## config.mk

```make
export PLATFORM = sky130hd
export DESIGN_NAME = sar_conv_ctrl
export DESIGN_NICKNAME = d
export VERILOG_FILES = /design/src/rtl/sar_pkg.sv /design/src/rtl/sar_trial_reg.sv /design/src/rtl/sar_warm_timer.sv /design/src/rtl/sar_result_fmt.sv /design/src/rtl/sar_conv_ctrl.sv
export SDC_FILE = /design/constraint.sdc
export NUM_CORES = 1
export LEC_CHECK = 0
export ABC_CLOCK_PERIOD_IN_PS = 1720
export CORE_UTILIZATION = 40
export CTS_BUF_LIST = sky130_fd_sc_hd__clkbuf_8
export DETAILED_ROUTE_END_ITERATION = 6
export GPL_ROUTABILITY_DRIVEN = 0
export HOLD_SLACK_MARGIN = 0.06
export PLACE_DENSITY_LB_ADDON = 0.1
export SLEW_MARGIN = 20
export SYNTH_ARGS = -nofsm -noshare
export SYNTH_HDL_FRONTEND = slang
export SYNTH_SLANG_ARGS = --single-unit
```

## constraint.sdc

```tcl
create_clock -name clk -period 1.72 [get_ports clk]
set_input_delay 0.344 -clock clk [delete_from_list [all_inputs] [get_ports clk]]
set_output_delay 0.344 -clock clk [all_outputs]
set_load 0.005 [all_outputs]
```

## src/rtl/sar_pkg.sv

```systemverilog
package sar_pkg;
    typedef enum logic [1:0] {
        ST_IDLE  = 2'd0,
        ST_WARM  = 2'd1,
        ST_TRIAL = 2'd2,
        ST_DONE  = 2'd3
    } sar_state_e;
endpackage

```

## src/rtl/sar_trial_reg.sv

```systemverilog
module sar_trial_reg #(
    parameter int CODE_W = 8
) (
    input  logic              clk,
    input  logic              rst_n,
    input  logic              clear,
    input  logic              step,
    input  logic              cmp_ge,
    output logic [CODE_W-1:0] trial_code,
    output logic [CODE_W-1:0] kept_code,
    output logic              last
);
    localparam int IDX_W = (CODE_W > 1) ? $clog2(CODE_W) : 1;
    localparam logic [IDX_W-1:0] TOP_IDX = IDX_W'(CODE_W - 1);

    logic [CODE_W-1:0] acc_q;
    logic [IDX_W-1:0]  idx_q;
    logic [CODE_W-1:0] probe;

    // one-hot mask of the bit under trial
    for (genvar b = 0; b < CODE_W; b++) begin : g_probe
        assign probe[b] = (idx_q == IDX_W'(b));
    end

    always_ff @(posedge clk or negedge rst_n) begin
        if (!rst_n) begin
            acc_q <= '0;
            idx_q <= TOP_IDX;
        end else if (clear) begin
            acc_q <= '0;
            idx_q <= TOP_IDX;
        end else if (step) begin
            acc_q <= kept_code;
            if (idx_q != '0) begin
                idx_q <= idx_q - 1'b1;
            end
        end
    end

    always_comb begin
        trial_code = acc_q | probe;
        kept_code  = cmp_ge ? trial_code : acc_q;
        last       = (idx_q == '0);
    end
endmodule

```

## src/rtl/sar_warm_timer.sv

```systemverilog
module sar_warm_timer #(
    parameter int WARMUP_CYCLES = 4
) (
    input  logic clk,
    input  logic rst_n,
    input  logic load,
    input  logic tick,
    output logic expired
);
    localparam int CNT_W = $clog2(WARMUP_CYCLES + 1);
    localparam logic [CNT_W-1:0] LOAD_VAL = CNT_W'(WARMUP_CYCLES - 1);

    logic [CNT_W-1:0] cnt_q;

    always_ff @(posedge clk or negedge rst_n) begin
        if (!rst_n) begin
            cnt_q <= '0;
        end else if (load) begin
            cnt_q <= LOAD_VAL;
        end else if (tick && cnt_q != '0) begin
            cnt_q <= cnt_q - 1'b1;
        end
    end

    assign expired = (cnt_q == '0);
endmodule

```

## src/rtl/sar_result_fmt.sv

```systemverilog
module sar_result_fmt #(
    parameter int CODE_W = 8
) (
    input  logic              diff,
    input  logic [CODE_W-1:0] raw_code,
    output logic [CODE_W-1:0] coded
);
    // two's complement = offset binary with the sign bit flipped
    always_comb begin
        coded = raw_code;
        coded[CODE_W-1] = raw_code[CODE_W-1] ^ diff;
    end
endmodule

```

## src/rtl/sar_conv_ctrl.sv

```systemverilog
module sar_conv_ctrl
    import sar_pkg::*;
#(
    parameter int CODE_W        = 8,
    parameter int WARMUP_CYCLES = 4
) (
    input  logic              clk,
    input  logic              rst_n,
    input  logic              start_i,
    input  logic              diff_i,
    input  logic              clk_run_i,
    input  logic              cmp_ge_i,
    input  logic [CODE_W-1:0] user_code_i,
    output logic [CODE_W-1:0] ladder_code_o,
    output logic              hold_in_o,
    output logic              hold_out_o,
    output logic [CODE_W-1:0] result_o,
    output logic              done_o
);
    localparam logic [CODE_W-1:0] RESULT_RST = {1'b1, {(CODE_W-1){1'b0}}};

    sar_state_e        state_q, state_d;
    logic              diff_q;
    logic              start_accept;
    logic              warm_expired;
    logic              trial_last;
    logic [CODE_W-1:0] trial_code;
    logic [CODE_W-1:0] kept_code;
    logic [CODE_W-1:0] coded;
    logic [CODE_W-1:0] result_q;

    assign start_accept = (state_q == ST_IDLE) && start_i;

    sar_trial_reg #(.CODE_W(CODE_W)) u_trial (
        .clk        (clk),
        .rst_n      (rst_n),
        .clear      (start_accept),
        .step       (state_q == ST_TRIAL),
        .cmp_ge     (cmp_ge_i),
        .trial_code (trial_code),
        .kept_code  (kept_code),
        .last       (trial_last)
    );

    sar_warm_timer #(.WARMUP_CYCLES(WARMUP_CYCLES)) u_warm (
        .clk     (clk),
        .rst_n   (rst_n),
        .load    (start_accept),
        .tick    (state_q == ST_WARM),
        .expired (warm_expired)
    );

    sar_result_fmt #(.CODE_W(CODE_W)) u_fmt (
        .diff     (diff_q),
        .raw_code (kept_code),
        .coded    (coded)
    );

    // next-state logic
    always_comb begin
        state_d = state_q;
        unique case (state_q)
            ST_IDLE:  if (start_i) state_d = clk_run_i ? ST_TRIAL : ST_WARM;
            ST_WARM:  if (warm_expired) state_d = ST_TRIAL;
            ST_TRIAL: if (trial_last) state_d = ST_DONE;
            ST_DONE:  state_d = ST_IDLE;
        endcase
    end

    // state register and sampled conversion mode
    always_ff @(posedge clk or negedge rst_n) begin
        if (!rst_n) begin
            state_q <= ST_IDLE;
            diff_q  <= 1'b0;
        end else begin
            state_q <= state_d;
            if (start_accept) begin
                diff_q <= diff_i;
            end
        end
    end

    // result register: loaded on the last trial edge only
    always_ff @(posedge clk or negedge rst_n) begin
        if (!rst_n) begin
            result_q <= RESULT_RST;
        end else if (state_q == ST_TRIAL && trial_last) begin
            result_q <= coded;
        end
    end

    // outputs
    always_comb begin
        ladder_code_o = user_code_i;
        hold_in_o     = 1'b0;
        hold_out_o    = 1'b0;
        done_o        = 1'b0;
        unique case (state_q)
            ST_IDLE: ;
            ST_WARM: begin
                hold_in_o  = 1'b1;
                hold_out_o = 1'b1;
            end
            ST_TRIAL: begin
                hold_in_o     = 1'b1;
                hold_out_o    = 1'b1;
                ladder_code_o = trial_code;
            end
            ST_DONE: done_o = 1'b1;
        endcase
    end

    assign result_o = result_q;
endmodule

```

Yosys cells after proc, flatten, opt, wreduce, memory -nomap -nowiden
Index checks and enable logic that the tools add are counted.

word-level totals
  bits in registers = 25
  input port bits = 14
  output and inout port bits = 19
  word-level logic and storage cells = 53

cells by class
  $add $sub $neg = 2
  equality and inequality tests = 13
  multiplexer cells = 16
  bitwise gates (word level) = 2
  reduce and logical (&&, ||, !) cells = 14

operators by type and width
  operator               number
  $mux W8                4
  $mux W3                5
  $eq A3 B3 Y1 const B   4
  $mux W2                4
  $or A8 B8 Y8           1
  $pmux W2 S4            1
  $eq A3 B2 Y1 const B   2
  $logic_not A3 Y1       2
  $ne A2 B2 Y1 const B   3
  $reduce_bool A2 Y1     3
  $reduce_bool A3 Y1     2
  $sub A3 B1 Y3 const B  2
  $eq A2 B2 Y1 const B   2
  $eq A3 B1 Y1 const B   1
  $logic_and A1 B1 Y1    3
  $reduce_and A3 Y1      1
  $eq A2 B1 Y1 const B   1
  $logic_not A2 Y1       1
  $mux W1                2
  $reduce_and A2 Y1      1
  $reduce_or A2 Y1       1
  $xor A1 B1 Y1          1

Depth between registers and ports, before layout
  word-level depth = 5
  depth in mapped cells = 6
  mapped depth without buffers = 5

Modules after synthesis
From an unflattened synthesis, not the netlist that was laid out.

unflattened totals
  cell total of the unflattened synthesis = 142
  area, all modules = 1544.0 µm²

modules (own cells, without submodules)
  module          instances  cells an instance  area an instance (µm²)  sequential area each (µm²)
  sar_trial_reg   1          68                 666.9                   279.0
  sar_conv_ctrl   1          49                 633.1                   276.5
  sar_warm_timer  1          17                 182.7                   75.1
  sar_result_fmt  1          8                  61.3                    0.0

Worst setup path before layout
No wires, ideal clock.

  path kind = reg-to-output
  start = reg state_q[0]
  end = out ladder_code_o[0]
  arrival = 1319 ps
  required time = 1376 ps
  path slack = 57 ps
  cell stages (with the launch flop) = 7
  path buffers = 2
  path through = dfrtp_1 -> inv_1 -> ha_1 -> clkbuf_1 -> buf_2 -> nand2_1 -> o22a_1

on the way
  cells in the longest elaborated chain, start to end = 2

RTL lines
  item                    RTL line             text
  from (decl)             sar_conv_ctrl.sv:22  sar_state_e state_q, state_d;
  from (signal assigned)  sar_conv_ctrl.sv:76  state_q <= state_d;
  $eq A2 B2 Y1            sar_conv_ctrl.sv:98  unique case (state_q)
  $mux W8                 sar_conv_ctrl.sv:98
  to (decl)               sar_conv_ctrl.sv:14  output logic [CODE_W-1:0] ladder_code_o,

No other way between the ends.

Final worst setup path
  start = reg u_trial.idx_q[0]
  end = out ladder_code_o[3]

on the way
  cells in the longest elaborated chain, start to end = 3

RTL lines
  item                    RTL line             text
  from (decl)             sar_trial_reg.sv:17  logic [IDX_W-1:0] idx_q;
  from (signal assigned)  sar_trial_reg.sv:35  idx_q <= idx_q - 1'b1;
  $eq A3 B2 Y1            sar_trial_reg.sv:22  assign probe[b] = (idx_q == IDX_W'(b));
  $or A8 B8 Y8            sar_trial_reg.sv:41  trial_code = acc_q | probe;
  $mux W8                 sar_conv_ctrl.sv:98

No other way between the ends.

==> flow_summary.yaml <==
status:
  status: "finished with violations"
  violations: "negative setup slack"
grt:
  grt_overflow: 0
  antenna_found_initial: 0
  track_usage: 0.232
  grt_pass1_vias: 1300
  grt_pass1_wl_microns: 6040
  grt_max_degree: 26
floorplan:
  die_w_microns: 60.4
  core_area_sq_um: 3150
  fp.dieArea_sq_um: 3650
  io_pins: 33
  start_util: 0.433
  die_y_microns: 60.4
  rows: 20
sta:
  skew_ps: 2.40
  worst_slew_pin_slew_ps: 403
  clock.fmax_ghz: 0.512
  drv_slew: 0
  relSlewSlack: 0.731
  setup_viol: 9
  final-hold-violation-count: 0
  fin_crit_ps: 1950
  fin_crit_sh: 1.14
  rsz0062_at_grt: "true"
  setup_slack_ps: -235
synthesis:
  yosysWarnings: 0
  synth.net_count: 173
  post-synth-top-count-cell: "a21oi_1"
  synthTopCellsByArea: "dfrtp_1 38%, ha_1 11%, a21oi_1 8.4%"
  synth_flop_cell: "dfrtp_1"
  synth_cells: 147
  synth-edff-count: 0
  yosysUniqueCellTypes: 27
  ys_ff_latch: 25
  async_flop_share: 1.00
  yosys-top-cells-count: "23 x a21oi_1, 21 x dfrtp_1, 18 x nor2_1"
  synth_area_leader_cell: "dfrtp_1"
  yosysSeqAreaShare: 0.462
  netlist_area_sq_um: 1370
  synth_top_area_frac: 0.385
  syn_avg_cell_area_sq_um: 9.29
route:
  drt-total-wl_microns: 4010
  drc: 0
  viasPerCell: 5.17
  drtPass1Iterations: 4
  num_vias: 1334
  drt-wirelength-per-cell_microns: 15.5
  ant_nets: 0
  drtIter0Drc: 55
layout:
  drive_gt1_frac: 0.360
  design_area_sq_um: 2200
  nets: 241
  area_delta_synth_final_pct: 61.2
  antenna_cells: 0
placed_design:
  port-buffer-count: 32
  dpl.hpwl_microns: 2320
  dpl_cell_area_sq_um: 1860
power_and_ir_drop:
  vdd_drop_max_mv: 1.09
  leakagePower_nw: 1.07
  power.total_w: 0.00389
  p_per_area_nw_per_um2: 1760
critical_path:
  cp-start-kind: "register"
  critPathArrivalTime_ps: 1610
  cp-end-kind: "primary output"
  cp_data_required_time_ps: 1380
  path_max_fanout: 5
  path_class: "register to primary output"
clock_tree:
  cts_tree: "done"
  htreeDepth: 1
  clockRootBuffer: "clkbuf_8"
  cts_buffers: 3
  clkTransAtPathRegs_ps: 90
  cts_buffer_depth: 2
  cts.sinks: 25
  clk-insertion-delay-late_ps: 280
  cts_hold_buf: 0
worst_hold_path:
  worstHoldPathType: "input pin to async pin"
job:
  drv_cap: 0
## logic make-up after synthesis
family	Yosys count	share of synthesized area
DFF	25	0.462
muxes	7	0.0540
xor gates and xnor gates	1	0.00641
AOI/OAI and AO/OA	43	0.173
buffers and inverters	17	0.0522
adders and majority gates	12	0.110
and+or+nand+nor	42	0.143
## metal layers
layer  vias to the layer above  GRT usage  wire, microns
met5                         -          0              0
met4                         0      0.127            136
met3                        13     0.0299            139
met2                        40      0.396           1990
met1                       646      0.285           1740
li1                        635          -              -
## critical path, stage by stage (launching register included)
cell and delay (ps):
dfstp_2 620, buf_6 120, ha_4 120, buf_6 100, a21oi_2 50, a21oi_1 170
buf_2 150
## where the power goes
group	total (W)	switching, W	internal, W
Combinational	0.00250	0.00108	0.00143
Clock	0.000360	0.000197	0.000163
Sequential	0.00102	0.000192	0.000830
Total	0.00389	0.00147	0.00242
## path summary, 6_finish.rpt
check	from	end	slack (ps)	cells past startpoint
max	u_trial.idx_q[0]	ladder_code_o[3]	-230	6
min	rst_n	diff_q	430	2
max reg2reg	u_trial.idx_q[0]	u_trial.acc_q[0]	-20	7
min reg2reg	result_o[7]	result_o[7]	480	2
max in group asynchronous	rst_n	u_trial.idx_q[0]	990	2
min in group clk	result_o[7]	result_o[7]	480	2
## placed cells by master (no fill, tap or decap), drive strengths merged, types with 5 or more instances in the layout
master          n
dfrtp          21
inv            10
a31oi           5
clkdlybuf4s50  21
a21oi          23
nor2           18
ha             12
nand2          12
buf            45
o21ai          11
## final cells by class
type	count	area, sq um
fill	258	951
clock buffer	3	41.3
inverter	10	45.0
multi-input combinational	105	774
timing repair buffer	70	651
clock inverter	1	5.00
tap	44	55.1
sequential	25	631
## registers in the layout, summed over array words and instances, names as in the netlist
| register | count |
|---|---|
| result_o | 8 |
| u_trial.acc_q | 8 |
| u_trial.idx_q | 3 |
| u_warm.cnt_q | 3 |
| state_q | 2 |
| diff_q | 1 |
## metrics by stage
| stage | util | hold WS (ps) | setup TNS [ps] | setup slack, ps | instances |
|---|---|---|---|---|---|
| floorplan | - | 48.4 | 0 | 57.0 | 147 |
| global placement | 0.588 | 465 | -1240 | -224 | 234 |
| detailed placement | 0.588 | 469 | -1480 | -271 | 234 |
| CTS | 0.670 | 433 | -997 | -159 | 252 |
| global route | 0.698 | 468 | -1760 | -270 | 258 |
| finish | 0.698 | 433 | -1260 | -235 | 258 |
## timing repair
action	in CTS	in global routing
endpoints found under the setup margin	11	13
gates resized for setup	64	9
gates cloned	1	1
pin swaps	13	4
buffers inserted	13	6
No activity file was read; power rests on OpenSTA's default activity.
